--- config.mk ---
export PLATFORM = sky130hd
export DESIGN_NAME = mbox_regfile
export DESIGN_NICKNAME = d
export VERILOG_FILES = /design/src/rtl/mbox_pkg.sv /design/src/rtl/mbox_ctrl.sv /design/src/rtl/mbox_dpath.sv /design/src/rtl/mbox_regfile.sv
export SDC_FILE = /design/constraint.sdc
export NUM_CORES = 1
export LEC_CHECK = 0
export BUFFER_PORTS_ARGS = -buffer_cell sky130_fd_sc_hd__buf_2
export CORE_MARGIN = 1.5
export CORE_UTILIZATION = 56
export DETAILED_ROUTE_END_ITERATION = 12
export PLACE_DENSITY = 0.78
export SYNTH_ARGS = -nofsm -noshare
export SYNTH_HDL_FRONTEND = slang
export SYNTH_SLANG_ARGS = --single-unit
--- constraint.sdc ---
create_clock -name clk -period 3.07 [get_ports clk]
set_input_delay 0.1535 -clock clk [delete_from_list [all_inputs] [get_ports clk]]
set_output_delay 0.1535 -clock clk [all_outputs]
set_load 0.01 [all_outputs]
--- src/rtl/mbox_pkg.sv ---
package mbox_pkg;
  localparam int DATA_W     = 32;
  localparam int ADDR_W     = 8;
  localparam int DB_ADDR_W  = 4;
  localparam int NUM_PARAMS = 4;
  localparam int NUM_TEL    = 8;
  localparam int IDX_W      = 3;
  localparam int RID_W      = 4;
  localparam int PAR_IW     = $clog2(NUM_PARAMS);
  localparam int TEL_IW     = $clog2(NUM_TEL);

  // Byte offsets of the mailbox window
  localparam logic [ADDR_W-1:0] OFS_CMD   = 8'h00;
  localparam logic [ADDR_W-1:0] OFS_STAT  = 8'h04;
  localparam logic [ADDR_W-1:0] OFS_VOLT0 = 8'h08;
  localparam logic [ADDR_W-1:0] OFS_TEMP0 = 8'h0C;
  localparam logic [ADDR_W-1:0] OFS_PAR0  = 8'h18;
  localparam logic [ADDR_W-1:0] OFS_REV   = 8'h28;
  localparam logic [ADDR_W-1:0] OFS_PST   = 8'h2C;
  localparam logic [ADDR_W-1:0] OFS_HB    = 8'h30;
  localparam logic [ADDR_W-1:0] OFS_SIG   = 8'h34;
  localparam logic [ADDR_W-1:0] OFS_VOLT1 = 8'h40;
  localparam logic [ADDR_W-1:0] OFS_FREQ  = 8'h50;

  // Doorbell set register inside the interrupt block
  localparam logic [DB_ADDR_W-1:0] DB_SET_OFS = 4'h4;

  // Register identifiers; argument and telemetry entries are contiguous
  typedef enum logic [RID_W-1:0] {
    RID_NONE, RID_CMD, RID_STAT,
    RID_PAR0, RID_PAR1, RID_PAR2, RID_PAR3,
    RID_VOLT0, RID_TEMP0, RID_VOLT1, RID_FREQ,
    RID_PST, RID_REV, RID_HB, RID_SIG
  } regId_t;

  typedef struct packed {
    logic                  hostCmdWr;
    logic                  hostStatWr;
    logic [NUM_PARAMS-1:0] hostParWr;
    logic                  cpStatWr;
    logic [NUM_PARAMS-1:0] cpParWr;
    logic [NUM_TEL-1:0]    cpTelWr;
    logic                  dbSet;
    logic                  dbClr;
    logic                  cmdClr;
    logic                  doneEvt;
  } strobe_t;

  function automatic regId_t decodeAddr(input logic [ADDR_W-1:0] a);
    regId_t r;
    r = RID_NONE;
    if (a == OFS_CMD)   r = RID_CMD;
    if (a == OFS_STAT)  r = RID_STAT;
    for (int p = 0; p < NUM_PARAMS; p++)
      if (a == ADDR_W'(int'(OFS_PAR0) + 4 * p)) r = regId_t'(RID_W'(int'(RID_PAR0) + p));
    if (a == OFS_VOLT0) r = RID_VOLT0;
    if (a == OFS_TEMP0) r = RID_TEMP0;
    if (a == OFS_VOLT1) r = RID_VOLT1;
    if (a == OFS_FREQ)  r = RID_FREQ;
    if (a == OFS_PST)   r = RID_PST;
    if (a == OFS_REV)   r = RID_REV;
    if (a == OFS_HB)    r = RID_HB;
    if (a == OFS_SIG)   r = RID_SIG;
    return r;
  endfunction
endpackage

--- src/rtl/mbox_ctrl.sv ---
module mbox_ctrl
  import mbox_pkg::*;
(
  input  logic                 hostWrEn,
  input  logic [ADDR_W-1:0]    hostAddr,
  input  logic                 cpWrEn,
  input  logic [ADDR_W-1:0]    cpAddr,
  input  logic                 dbWrEn,
  input  logic [DB_ADDR_W-1:0] dbAddr,
  input  logic                 dbWrMsb,
  input  logic                 cpDbAck,
  input  logic                 cpDone,
  output regId_t               hostRid,
  output regId_t               cpRid,
  output strobe_t              stb
);
  always_comb begin
    hostRid = decodeAddr(hostAddr);
    cpRid   = decodeAddr(cpAddr);
    stb     = '0;

    // Command word: host only; host write beats the done clear
    stb.hostCmdWr = hostWrEn && (hostRid == RID_CMD);
    stb.doneEvt   = cpDone;
    stb.cmdClr    = cpDone && !stb.hostCmdWr;

    // Status word: coprocessor post beats host write
    stb.cpStatWr   = cpWrEn && (cpRid == RID_STAT);
    stb.hostStatWr = hostWrEn && (hostRid == RID_STAT) && !stb.cpStatWr;

    for (int p = 0; p < NUM_PARAMS; p++) begin
      stb.cpParWr[p]   = cpWrEn && (cpRid == regId_t'(RID_W'(int'(RID_PAR0) + p)));
      stb.hostParWr[p] = hostWrEn && (hostRid == regId_t'(RID_W'(int'(RID_PAR0) + p)))
                         && !stb.cpParWr[p];
    end

    // Telemetry: coprocessor only
    for (int t = 0; t < NUM_TEL; t++)
      stb.cpTelWr[t] = cpWrEn && (cpRid == regId_t'(RID_W'(int'(RID_VOLT0) + t)));

    // Doorbell: set-only by bit 31, set beats acknowledge
    stb.dbSet = dbWrEn && (dbAddr == DB_SET_OFS) && dbWrMsb;
    stb.dbClr = cpDbAck && !stb.dbSet;
  end
endmodule

--- src/rtl/mbox_dpath.sv ---
module mbox_dpath
  import mbox_pkg::*;
(
  input  logic              clk,
  input  logic              rstN,
  input  strobe_t           stb,
  input  regId_t            hostRid,
  input  regId_t            cpRid,
  input  logic [DATA_W-1:0] hostWrData,
  input  logic [DATA_W-1:0] cpWrData,
  input  logic [IDX_W-1:0]  cpParamIdx,
  output logic [DATA_W-1:0] hostRdData,
  output logic [DATA_W-1:0] cpRdData,
  output logic [DATA_W-1:0] cpParamData,
  output logic              cmdBusy,
  output logic              hostIrq,
  output logic              cpIrq
);
  logic [DATA_W-1:0] cmdReg;
  logic [DATA_W-1:0] statReg;
  logic [DATA_W-1:0] parReg [NUM_PARAMS];
  logic [DATA_W-1:0] telReg [NUM_TEL];
  logic              dbPend;
  logic              doneQ;

  always_ff @(posedge clk or negedge rstN) begin
    if (!rstN) begin
      cmdReg  <= '0;
      statReg <= '0;
      dbPend  <= 1'b0;
      doneQ   <= 1'b0;
    end else begin
      if (stb.hostCmdWr)   cmdReg <= hostWrData;
      else if (stb.cmdClr) cmdReg <= '0;

      if (stb.cpStatWr)        statReg <= cpWrData;
      else if (stb.hostStatWr) statReg <= hostWrData;

      if (stb.dbSet)      dbPend <= 1'b1;
      else if (stb.dbClr) dbPend <= 1'b0;

      doneQ <= stb.doneEvt;
    end
  end

  for (genvar p = 0; p < NUM_PARAMS; p++) begin : g_par
    always_ff @(posedge clk or negedge rstN) begin
      if (!rstN)                 parReg[p] <= '0;
      else if (stb.cpParWr[p])   parReg[p] <= cpWrData;
      else if (stb.hostParWr[p]) parReg[p] <= hostWrData;
    end
  end

  for (genvar t = 0; t < NUM_TEL; t++) begin : g_tel
    always_ff @(posedge clk or negedge rstN) begin
      if (!rstN)               telReg[t] <= '0;
      else if (stb.cpTelWr[t]) telReg[t] <= cpWrData;
    end
  end

  // Two identical read ports: host and coprocessor
  regId_t            rdRid [2];
  logic [DATA_W-1:0] rdVal [2];
  assign rdRid[0] = hostRid;
  assign rdRid[1] = cpRid;

  for (genvar k = 0; k < 2; k++) begin : g_rd
    logic [PAR_IW-1:0] pOff;
    logic [TEL_IW-1:0] tOff;
    assign pOff = PAR_IW'(rdRid[k] - RID_PAR0);
    assign tOff = TEL_IW'(rdRid[k] - RID_VOLT0);
    always_comb begin
      rdVal[k] = '0;
      if (rdRid[k] == RID_CMD)
        rdVal[k] = cmdReg;
      else if (rdRid[k] == RID_STAT)
        rdVal[k] = statReg;
      else if (rdRid[k] >= RID_PAR0 && rdRid[k] <= RID_PAR3)
        rdVal[k] = parReg[pOff];
      else if (rdRid[k] >= RID_VOLT0)
        rdVal[k] = telReg[tOff];
    end
  end

  assign hostRdData  = rdVal[0];
  assign cpRdData    = rdVal[1];
  assign cpParamData = (cpParamIdx < IDX_W'(NUM_PARAMS)) ? parReg[cpParamIdx[PAR_IW-1:0]]
                                                         : parReg[0];
  assign cmdBusy = |cmdReg;
  assign hostIrq = doneQ;
  assign cpIrq   = dbPend;
endmodule

--- src/rtl/mbox_regfile.sv ---
module mbox_regfile
  import mbox_pkg::*;
(
  input  logic                 clk,
  input  logic                 rstN,
  input  logic                 hostWrEn,
  input  logic [ADDR_W-1:0]    hostAddr,
  input  logic [DATA_W-1:0]    hostWrData,
  output logic [DATA_W-1:0]    hostRdData,
  output logic                 cmdBusy,
  output logic                 hostIrq,
  input  logic                 dbWrEn,
  input  logic [DB_ADDR_W-1:0] dbAddr,
  input  logic                 dbWrMsb,
  output logic                 cpIrq,
  input  logic                 cpDbAck,
  input  logic                 cpWrEn,
  input  logic [ADDR_W-1:0]    cpAddr,
  input  logic [DATA_W-1:0]    cpWrData,
  output logic [DATA_W-1:0]    cpRdData,
  input  logic [IDX_W-1:0]     cpParamIdx,
  output logic [DATA_W-1:0]    cpParamData,
  input  logic                 cpDone
);
  strobe_t stb;
  regId_t  hostRid;
  regId_t  cpRid;

  mbox_ctrl ctrl_i (
    .hostWrEn (hostWrEn),
    .hostAddr (hostAddr),
    .cpWrEn   (cpWrEn),
    .cpAddr   (cpAddr),
    .dbWrEn   (dbWrEn),
    .dbAddr   (dbAddr),
    .dbWrMsb  (dbWrMsb),
    .cpDbAck  (cpDbAck),
    .cpDone   (cpDone),
    .hostRid  (hostRid),
    .cpRid    (cpRid),
    .stb      (stb)
  );

  mbox_dpath dpath_i (
    .clk         (clk),
    .rstN        (rstN),
    .stb         (stb),
    .hostRid     (hostRid),
    .cpRid       (cpRid),
    .hostWrData  (hostWrData),
    .cpWrData    (cpWrData),
    .cpParamIdx  (cpParamIdx),
    .hostRdData  (hostRdData),
    .cpRdData    (cpRdData),
    .cpParamData (cpParamData),
    .cmdBusy     (cmdBusy),
    .hostIrq     (hostIrq),
    .cpIrq       (cpIrq)
  );
endmodule

==> Word-level counts from Yosys, hierarchy flattened <==
Index checks and enable logic that the tools add are counted.
{ "word_totals": {"reg_bits": 450, "latch_bits": 0, "ram_bits": 0, "romBits": 0, "input_bits": 95, "mem_count": 0} }
{ "op_classes": {"n_addsub": 4, "n_mul": 0, "n_div": 0, "order_cmp": 12, "eq_ne": 47, "n_shift": 0, "mux": 66, "bitwise_logic": 5, "n_reduce_logical": 47} }
{ "ops": {"columns": ["op", "n"], "rows": [
  ["32-bit 2-to-1 mux", 31],
  ["32-bit binary-select mux with 2-bit select", 3],
  ["32-bit binary-select mux with 3-bit select", 2],
  ["8-bit by 6-bit equality test with 1-bit output, second input constant", 12],
  ["4-bit 2-to-1 mux", 14],
  ["4-bit by 3-bit equality test with 1-bit output, second input constant", 8],
  ["8-bit by 4-bit equality test with 1-bit output, second input constant", 4],
  ["8-bit by 5-bit equality test with 1-bit output, second input constant", 4],
  ["8-bit by 7-bit equality test with 1-bit output, second input constant", 4],
  ["32-bit OR reduction", 1],
  ["1-bit logical AND", 30],
  ["4-bit equality test, second input constant", 7],
  ["3-bit 2-to-1 mux", 8],
  ["4-bit by 2-bit equality test with 1-bit output, second input constant", 4],
  ["8-bit by 3-bit equality test with 1-bit output, second input constant", 2],
  ["8-bit zero test", 2],
  ["2-bit nonzero test", 7],
  ["3-bit greater-or-equal comparator, second input constant", 3],
  ["2-bit inverter with 3-bit output", 3],
  ["4-bit by 1-bit equality test with 1-bit output, second input constant", 2],
  ["4-bit by 2-bit greater-or-equal comparator with 1-bit output, second input constant", 2],
  ["4-bit by 3-bit greater-or-equal comparator with 1-bit output, second input constant", 2],
  ["4-bit greater-or-equal comparator, second input constant", 2],
  ["4-bit by 3-bit less-or-equal comparator with 1-bit output, second input constant", 2],
  ["7 further kinds", 22]
]} }

==> Longest topological paths before layout <==
Gate-level depths: netlist (run 1).
{ "logic_depth": {"ltp_word": 24, "depth_mapped": 15} }

==> By module <==
From an unflattened synthesis (run 1), not the netlist that was laid out.
{ "unflattened": {"cells_unflattened": 2281, "area_unflattened_um2": 26751.9} }
{ "by_module_without_submodules": {"columns": ["module", "n_inst", "cells_each", "area_each_um2", "seq_area_each_um2"], "rows": [
  ["mbox_dpath", 1, 2144, 25882.3, 11260.8],
  ["mbox_ctrl", 1, 137, 869.6, 0.0]
]} }

==> Worst setup path after synthesis (run 1) <==
OpenSTA, ideal clock, no wires.
{ "synth_path": {"kind": "in2out", "startpoint": "in cpAddr[2]", "endpoint": "out cpRdData[11]", "t_arrival_ps": 3038, "required_time_ps": 2917, "slack_ps": -122, "cell_stages": 15, "path_buffers": 6, "path_cell_list": "buf_2 or4_1 a21oi_1 o21a_2 buf_12 buf_12 buf_12 ha_1 buf_1 mux2_1 nand2_1 clkbuf_1 o221ai_1 a21oi_1 a21oi_2"} }
{ "synth_via": {"elab_chain_len": 24, "word_cells_on_any_way": 48} }
{ "synth_lines": {"columns": ["item", "line_no", "text"], "rows": [
  ["start: declaration", "mbox_regfile.sv:18", "input logic [ADDR_W-1:0] cpAddr,"],
  ["8-bit zero test", "mbox_pkg.sv:52", "if (a == OFS_CMD) r = RID_CMD;"],
  ["1-bit 2-to-1 mux", "mbox_pkg.sv:52", null],
  ["2-bit 2-to-1 mux", "mbox_pkg.sv:53", "if (a == OFS_STAT) r = RID_STAT;"],
  ["2-bit 2-to-1 mux", "mbox_pkg.sv:55", "if (a == ADDR_W'(int'(OFS_PAR0) + 4 * p)) r = regId_t'(RID_W'(int'(RID_PAR0) + p));"],
  ["3-bit 2-to-1 mux (3 in a row)", "mbox_pkg.sv:55", null],
  ["3-bit 2-to-1 mux", "mbox_pkg.sv:56", "if (a == OFS_VOLT0) r = RID_VOLT0;"],
  ["4-bit 2-to-1 mux", "mbox_pkg.sv:57", "if (a == OFS_TEMP0) r = RID_TEMP0;"],
  ["4-bit 2-to-1 mux", "mbox_pkg.sv:58", "if (a == OFS_VOLT1) r = RID_VOLT1;"],
  ["[... 5 more ...]", null, null],
  ["3-bit subtractor", "mbox_dpath.sv:71", "assign tOff = TEL_IW'(rdRid[k] - RID_VOLT0);"],
  ["3-bit inverter with 4-bit output (not written as such)", "mbox_dpath.sv:81", "rdVal[k] = telReg[tOff];"],
  ["32-bit binary-select mux with 3-bit select", "mbox_dpath.sv:81", null],
  ["32-bit 2-to-1 mux (not written as such) (2 in a row)", "mbox_dpath.sv:81", null],
  ["32-bit 2-to-1 mux", "mbox_dpath.sv:80", "else if (rdRid[k] >= RID_VOLT0)"],
  ["32-bit 2-to-1 mux", "mbox_dpath.sv:78", "else if (rdRid[k] >= RID_PAR0 && rdRid[k] <= RID_PAR3)"],
  ["32-bit 2-to-1 mux", "mbox_dpath.sv:76", "else if (rdRid[k] == RID_STAT)"],
  ["32-bit 2-to-1 mux *", "mbox_dpath.sv:74", "if (rdRid[k] == RID_CMD)"],
  ["end: declaration", "mbox_regfile.sv:20", "output logic [DATA_W-1:0] cpRdData,"]
]} }
Mark *: on every way between the ends. The rest lies on a longest branch, timed or not. The select of a mux whose other input is x is not followed.

==> Worst setup path in the final report (run 1) <==
{ "layout_path": {"startpoint": "in cpAddr[3]", "endpoint": "out cpRdData[10]"} }
Same word-level chain as after synthesis.

==> flow_summary_export.csv, run 1 <==
group,metric,value,unit
power,leakage,0.0139,µW
routing,postRouteAntennaNets,0,
synth,ys.warnings.count,0,
power,powerDensity,480,mW/mm²
worst_setup_path,path_max_fanout,10,
die,core,0.0477,mm²
sta,worst_slack,0.0396,ns
sta,fmax,330,MHz
grt,grt-ovfl-total,0,
synth,ys_ff_latch,450,
clock_tree,root_buffer,"clkbuf_16",
synth,netlist_instances,2600,
synth,synth_enable_flop_cells,0,
worst_setup_path,worstSetupStartpointType,"input pin",
worst_setup_path,worstPathRequired,2.92,ns
routing,via_count,24385,
placed_design,placed_cell_area,0.0291,mm²
routing,drtIter0Drc,3475,
sta,worstMarginPinSlew,0.962,ns
routing,drc,0,
clock_tree,cts_max_level,2,
worst_setup_path,cp.arrival,2.88,ns
clock_tree,clock-sinks,450,
layout,fillerInstances,3426,
placed_design,hpwl,60200,µm
grt,grt_pass1_vias,24378,
clock_tree,clk_path_buf_depth,3,
sta,fin_crit,3.03,ns
sta,finalMaxSlewViolations,0,
synth,syn-cell-area,0.0271,mm²
clock_tree,worstSkewPairLatency,0.61,ns
synth,synth_top_area_frac,0.415,
routing,dr.pass1.iters,6,
sta,final.setup_skew,0,ns
worst_setup_path,crit_type,"input pin to output pin",
sta,fin_crit_sh,0.987,
die,initial_core_util,0.568,
placed_design,port_buffers,193,
layout,final_core_util,0.665,
flow_run,maxCapViolCount,0,
worst_setup_path,end_kind,"output pin",
die,die_w,223,µm
sta,setup_viol_count_final,0,
grt,grt_usage,0.380,
die,dieArea,0.0497,mm²
clock_tree,clkTransAtPathRegs,0.06,ns
synth,synth_area_leaders,"dfrtp_1, mux2_2, mux2i_1",
layout,stdcell_area,0.0317,mm²
synth,ys_async_sr_fraction,1.00,
grt,grt_pass1_wl,144000,µm
routing,wl_per_cell,27.8,µm
synth,synth_common_cells,"dfrtp_1, nand2_1, mux2_2",
placed_design,dp_slack,0.0574,ns
sta,slew_headroom,0.353,
synth,yosysMostFrequentCell,"dfrtp_1",
outcome,outcome,"finished clean",
sta,hold_viol_final,0,
synth,synth.distinct_cells,62,
synth,synth_top_area_cell,"dfrtp_1",
grt,antenna_found_initial,8,
grt,grt_max_degree,99,
routing,vias_per_cell,7.08,
synth,ys_seq_area_frac,0.415,
clock_tree,cts_tree,"built",
routing,wl,95800,µm
power,peakVddDrop,0.400,mV
placed_design,gp_congestion,0.933,
layout,area_growth,17.1,%
synth,synth_area_per_cell,10.4,µm²
clock_tree,numCtsBuffers,51,
layout,nets,2892,
min_path,hold_class,"input pin to flip-flop",
synth,ys.flop_type,"dfrtp_1",
die,die_y,223,µm
die,num_rows,80,
layout,drive_gt1_frac,0.302,
synth,synth_nets,2703,
die,ios,194,
[metrics by stage]
| stage | std cells | power (µW) | hold slack (ns) | TNS [ns] |
|---|---|---|---|---|
| floorplan | 2600 | 8100 | -0.142 | -0.0694 |
| global placement | 3277 | 8820 | 0.255 | 0 |
| detailed placement | 3277 | 8930 | 0.261 | 0 |
| CTS | 3435 | 15200 | 0.0400 | 0 |
| global route | 3444 | 15700 | 0.0751 | -0.00408 |
| finish | 3446 | 15200 | 0.0893 | 0 |
[logic make-up after synthesis]
family          count (synthesis)  share of synthesized area
compound gates                576                      0.125
xor+xnor                        3                   0.000970
fa+ha+maj                       8                    0.00369
buf+inv                       261                     0.0485
flops                         450                      0.415
mux                           642                      0.295
simple gates                  660                      0.111
[sequential cells by signal, indices dropped and copies added (netlist names)]
| register | flops |
|---|---|
| dpath_i.hostIrq | 1 |
| dpath_i.parReg | 128 |
| dpath_i.cpIrq | 1 |
| dpath_i.cmdReg | 32 |
| dpath_i.telReg | 256 |
| dpath_i.statReg | 32 |
[placed cells by master, fill, tap and decap left out, types with 31 or more instances in the layout]
master and instances:
mux2_2 288, mux2i_1 257, buf_4 84, nor2b_1 33
a21oi_1 218, mux4_2 94, nor2_1 100, dfrtp_1 450
o21ai_0 130, buf_12 39, buf_2 191, nand2b_1 37
clkbuf_16 54, o22ai_1 65, nand3_1 64, dlygate4sd3_1 68
nand4_1 34, nand2_1 329, a22oi_1 31
[repair_timing]
action	CTS	global route
endpoints found under the setup margin	0	54
hold endpoints to repair	381	0
resized for setup	0	43
setup buffers	0	4
hold buffers	68	0
[final cells by class]
type / count / area (µm²) / share of cell area
tap: 615 / 769 / 0.0242
multi-input combinational: 1889 / 14800 / 0.467
clock inverter: 12 / 130 / 0.00410
sequential: 450 / 11300 / 0.355
clock buffer: 78 / 1560 / 0.0491
timing repair buffer: 389 / 3160 / 0.0995
antenna: 5 / 12.5 / 0.000394
inverter: 8 / 31.3 / 0.000986
[worst max-delay path, cell delays in order]
cell	delay, ns
buf_2	0.14
or4_1	0.53
a21oi_1	0.19
o21a_4	0.20
inv_1	0.07
ha_1	0.27
nand3b_1	0.23
o21ai_4	0.31
buf_4	0.25
nand2_1	0.07
a21oi_1	0.26
buf_2	0.20
[final timing paths]
kind,start,end,slack [ns],depth (start not counted)
worst max-delay path,cpAddr[3],cpRdData[10],0.04,12
min in group asynchronous,rstN,dpath_i.parReg[102],0.18,2
max in group asynchronous,rstN,dpath_i.telReg[84],1.87,3
worst max register to register,dpath_i.statReg[9],dpath_i.statReg[9],1.72,3
worst min-delay path,cpDone,dpath_i.hostIrq,0.09,1
worst min register to register,dpath_i.telReg[13],dpath_i.telReg[13],0.53,1
[metal layers]
metal,track usage,up-vias,routed length (µm)
li1,-,9943,-
met1,0.490,11869,34100
met2,0.572,2025,42000
met3,0.0998,540,12900
met4,0.239,8,6690
met5,0.00880,-,99
[power breakdown]
group	internal, µW	switching, µW	leakage [µW]
Clock	3640	2550	0.000831
Combinational	1090	1210	0.00698
Sequential	6360	385	0.00614
Total	11100	4150	0.0139
No activity file was read; power rests on OpenSTA's default activity.
==> run 2, diff against run 1 <==
--- a/config.mk
+++ b/config.mk
@@ -10,6 +10,7 @@
 export CORE_UTILIZATION = 56
 export DETAILED_ROUTE_END_ITERATION = 12
 export PLACE_DENSITY = 0.78
+export RECOVER_POWER = 25
 export SYNTH_ARGS = -nofsm -noshare
 export SYNTH_HDL_FRONTEND = slang
 export SYNTH_SLANG_ARGS = --single-unit
==> run 2 against run 1 <==
Net effect: the run now ends with max-capacitance violations, max-slew violations left; worst hold slack improved by 0.19 ns; die area unchanged; wire length about the same; register-to-register slack hardly changed; power decreased by 0.12%; first-iteration DRC count is 3.9% higher; global-route usage unchanged; critical endpoint is now hostRdData[14].
==> flow_summary_export.csv, run 2 (synthesized netlist as in run 1, its figures left out) <==
group,metric,value,unit
outcome,outcome,"complete, but fails checks",
outcome,violations,"max-capacitance violations, max-slew violations",
routing,wl,95800,µm
worst_setup_path,worstSetupStartpointType,"input pin",
grt,grt-ovfl-total,0,
power,leakage,0.0139,µW
clock_tree,cts_tree,"built",
layout,largest_reg_flops,256,
worst_setup_path,end_kind,"output pin",
layout,largest_register,"dpath_i.telReg",
layout,biggestRegsByFlops,"dpath_i.telReg (256), dpath_i.parReg (128)",
die,core,0.0477,mm²
layout,nets,2892,
sta,fin_crit_sh,0.989,
layout,area_growth,16.9,%
grt,antenna_found_initial,8,
worst_setup_path,path_max_fanout,23,
layout,layout_commonest_cell,"dfrtp_1",
placed_design,dp.cells,3277,
die,num_rows,80,
worst_setup_path,slowest_stage,"or4_1",
routing,dr.pass1.iters,7,
clock_tree,clkTransAtPathRegs,0.06,ns
routing,postRouteAntennaNets,0,
sta,fin_crit,3.04,ns
layout,most-common-layout-cells,"dfrtp_1, nand2_1, mux2_2",
die,initial_core_util,0.568,
sta,slew_headroom,-0.764,
worst_setup_path,crit_type,"input pin to output pin",
flow_run,maxCapViolCount,2,
worst_setup_path,slowest_delay,0.51,ns
die,ios,194,
grt,grt_usage,0.380,
sta,finalMaxSlewViolations,127,
die,die_y,223,µm
routing,vias_per_cell,7.07,
routing,drc,0,
grt,grt_pass1_wl,144000,µm
worst_setup_path,crit_chain,"buf_2, or4_1, a21oi_1, and2_4, ha_2, xor2_2, buf_12, and2_1, buf_12, buf_4, a32oi_2, nand4_1, o21ai_2, buf_2",
die,die_w,223,µm
clock_tree,clk_path_buf_depth,3,
worst_setup_path,worstPathRequired,2.92,ns
worst_setup_path,cp.arrival,2.88,ns
routing,wl_per_cell,27.8,µm
sta,fmax,329,MHz
grt,grt_pass1_vias,24378,
sta,hold_viol_final,0,
placed_design,gp_congestion,0.933,
power,fin_total_pwr,15200,µW
grt,grt_max_degree,99,
sta,setup_viol_count_final,0,
die,dieArea,0.0497,mm²
placed_design,port_buffers,193,
power,peakVddDrop,0.402,mV
power,powerDensity,480,mW/mm²
min_path,hold_class,"input pin to flip-flop",
routing,via_count,24352,
layout,final_core_util,0.664,
clock_tree,root_buffer,"clkbuf_16",
layout,drive_gt1_frac,0.302,
routing,drtIter0Drc,3612,
clock_tree,clock-sinks,450,
sta,final.setup_skew,0,ns
clock_tree,numCtsBuffers,51,
clock_tree,worstSkewPairLatency,0.61,ns
clock_tree,cts_max_level,2,
layout,fin_cells,3445,
placed_design,hpwl,60200,µm
sta,worstMarginPinSlew,2.65,ns
## run 2: changes by cell type in the layout (fill, tap and decap cells not counted), sizes merged
cell    change
diode       -1
clkbuf      +3
buf         -3
## run 2: path summary, 6_finish.rpt
path / from / endpoint / slack [ns] / depth (start not counted)
max reg2reg: dpath_i.statReg[9] / dpath_i.statReg[9] / 1.72 / 3
min: hostWrEn / dpath_i.parReg[97] / 0.28 / 5
max in group asynchronous: rstN / dpath_i.telReg[37] / 0.43 / 3
max: hostAddr[3] / hostRdData[14] / 0.03 / 14
min reg2reg: dpath_i.telReg[13] / dpath_i.telReg[13] / 0.53 / 1
min in group asynchronous: rstN / dpath_i.parReg[102] / 0.90 / 2
## run 2: repair_timing
action / in CTS / in global routing
buffers inserted: 0 / 4
gates resized for setup: 0 / 43
hold buffers: 68 / 0
endpoints found under the hold margin: 381 / 0
setup endpoints to repair: 0 / 54
## run 2: metal layers
layer  part of all wire  GRT usage  wire (µm)
met4              0.068      0.239       6500
met2               0.44      0.572      42200
met5             0.0010    0.00880         99
met1               0.36      0.490      34400
met3               0.13     0.0998      12700
## run 2: area by class of cell
type,count,area [µm²]
antenna,4,10.0
clock buffer,78,1560
clock inverter,12,130
fill,3436,16100
inverter,8,31.3
multi-input combinational,1889,14800
sequential,450,11300
tap,615,769
timing repair buffer,389,3110
## run 2: worst max-delay path: cells and delay by family
kind	cells	cell delay (ns)
xor gates and xnor gates	1	0.09
adders and majority gates	1	0.22
AOI/OAI and AO/OA	3	0.50
and+or+nand+nor	4	1.08
buffers and inverters	5	0.81
## run 2: power by group
group / switching [µW] / total (µW) / internal (µW) / leakage [µW]
clock network: 2540 / 6190 / 3640 / 0.000831
registers: 386 / 6740 / 6360 / 0.00614
logic: 1210 / 2290 / 1080 / 0.00696
## run 2: metrics by stage
stage                TNS, ns  worst slack, ns  instance area, µm²  hold WS (ns)
finish                     0           0.0344               31700         0.278
global route        -0.00408         -0.00408               31700         0.287
CTS                        0           0.0118               31500        0.0400
detailed placement         0           0.0574               29100         0.261
global placement           0           0.0434               29100         0.255
floorplan            -0.0694          -0.0116               27100        -0.142
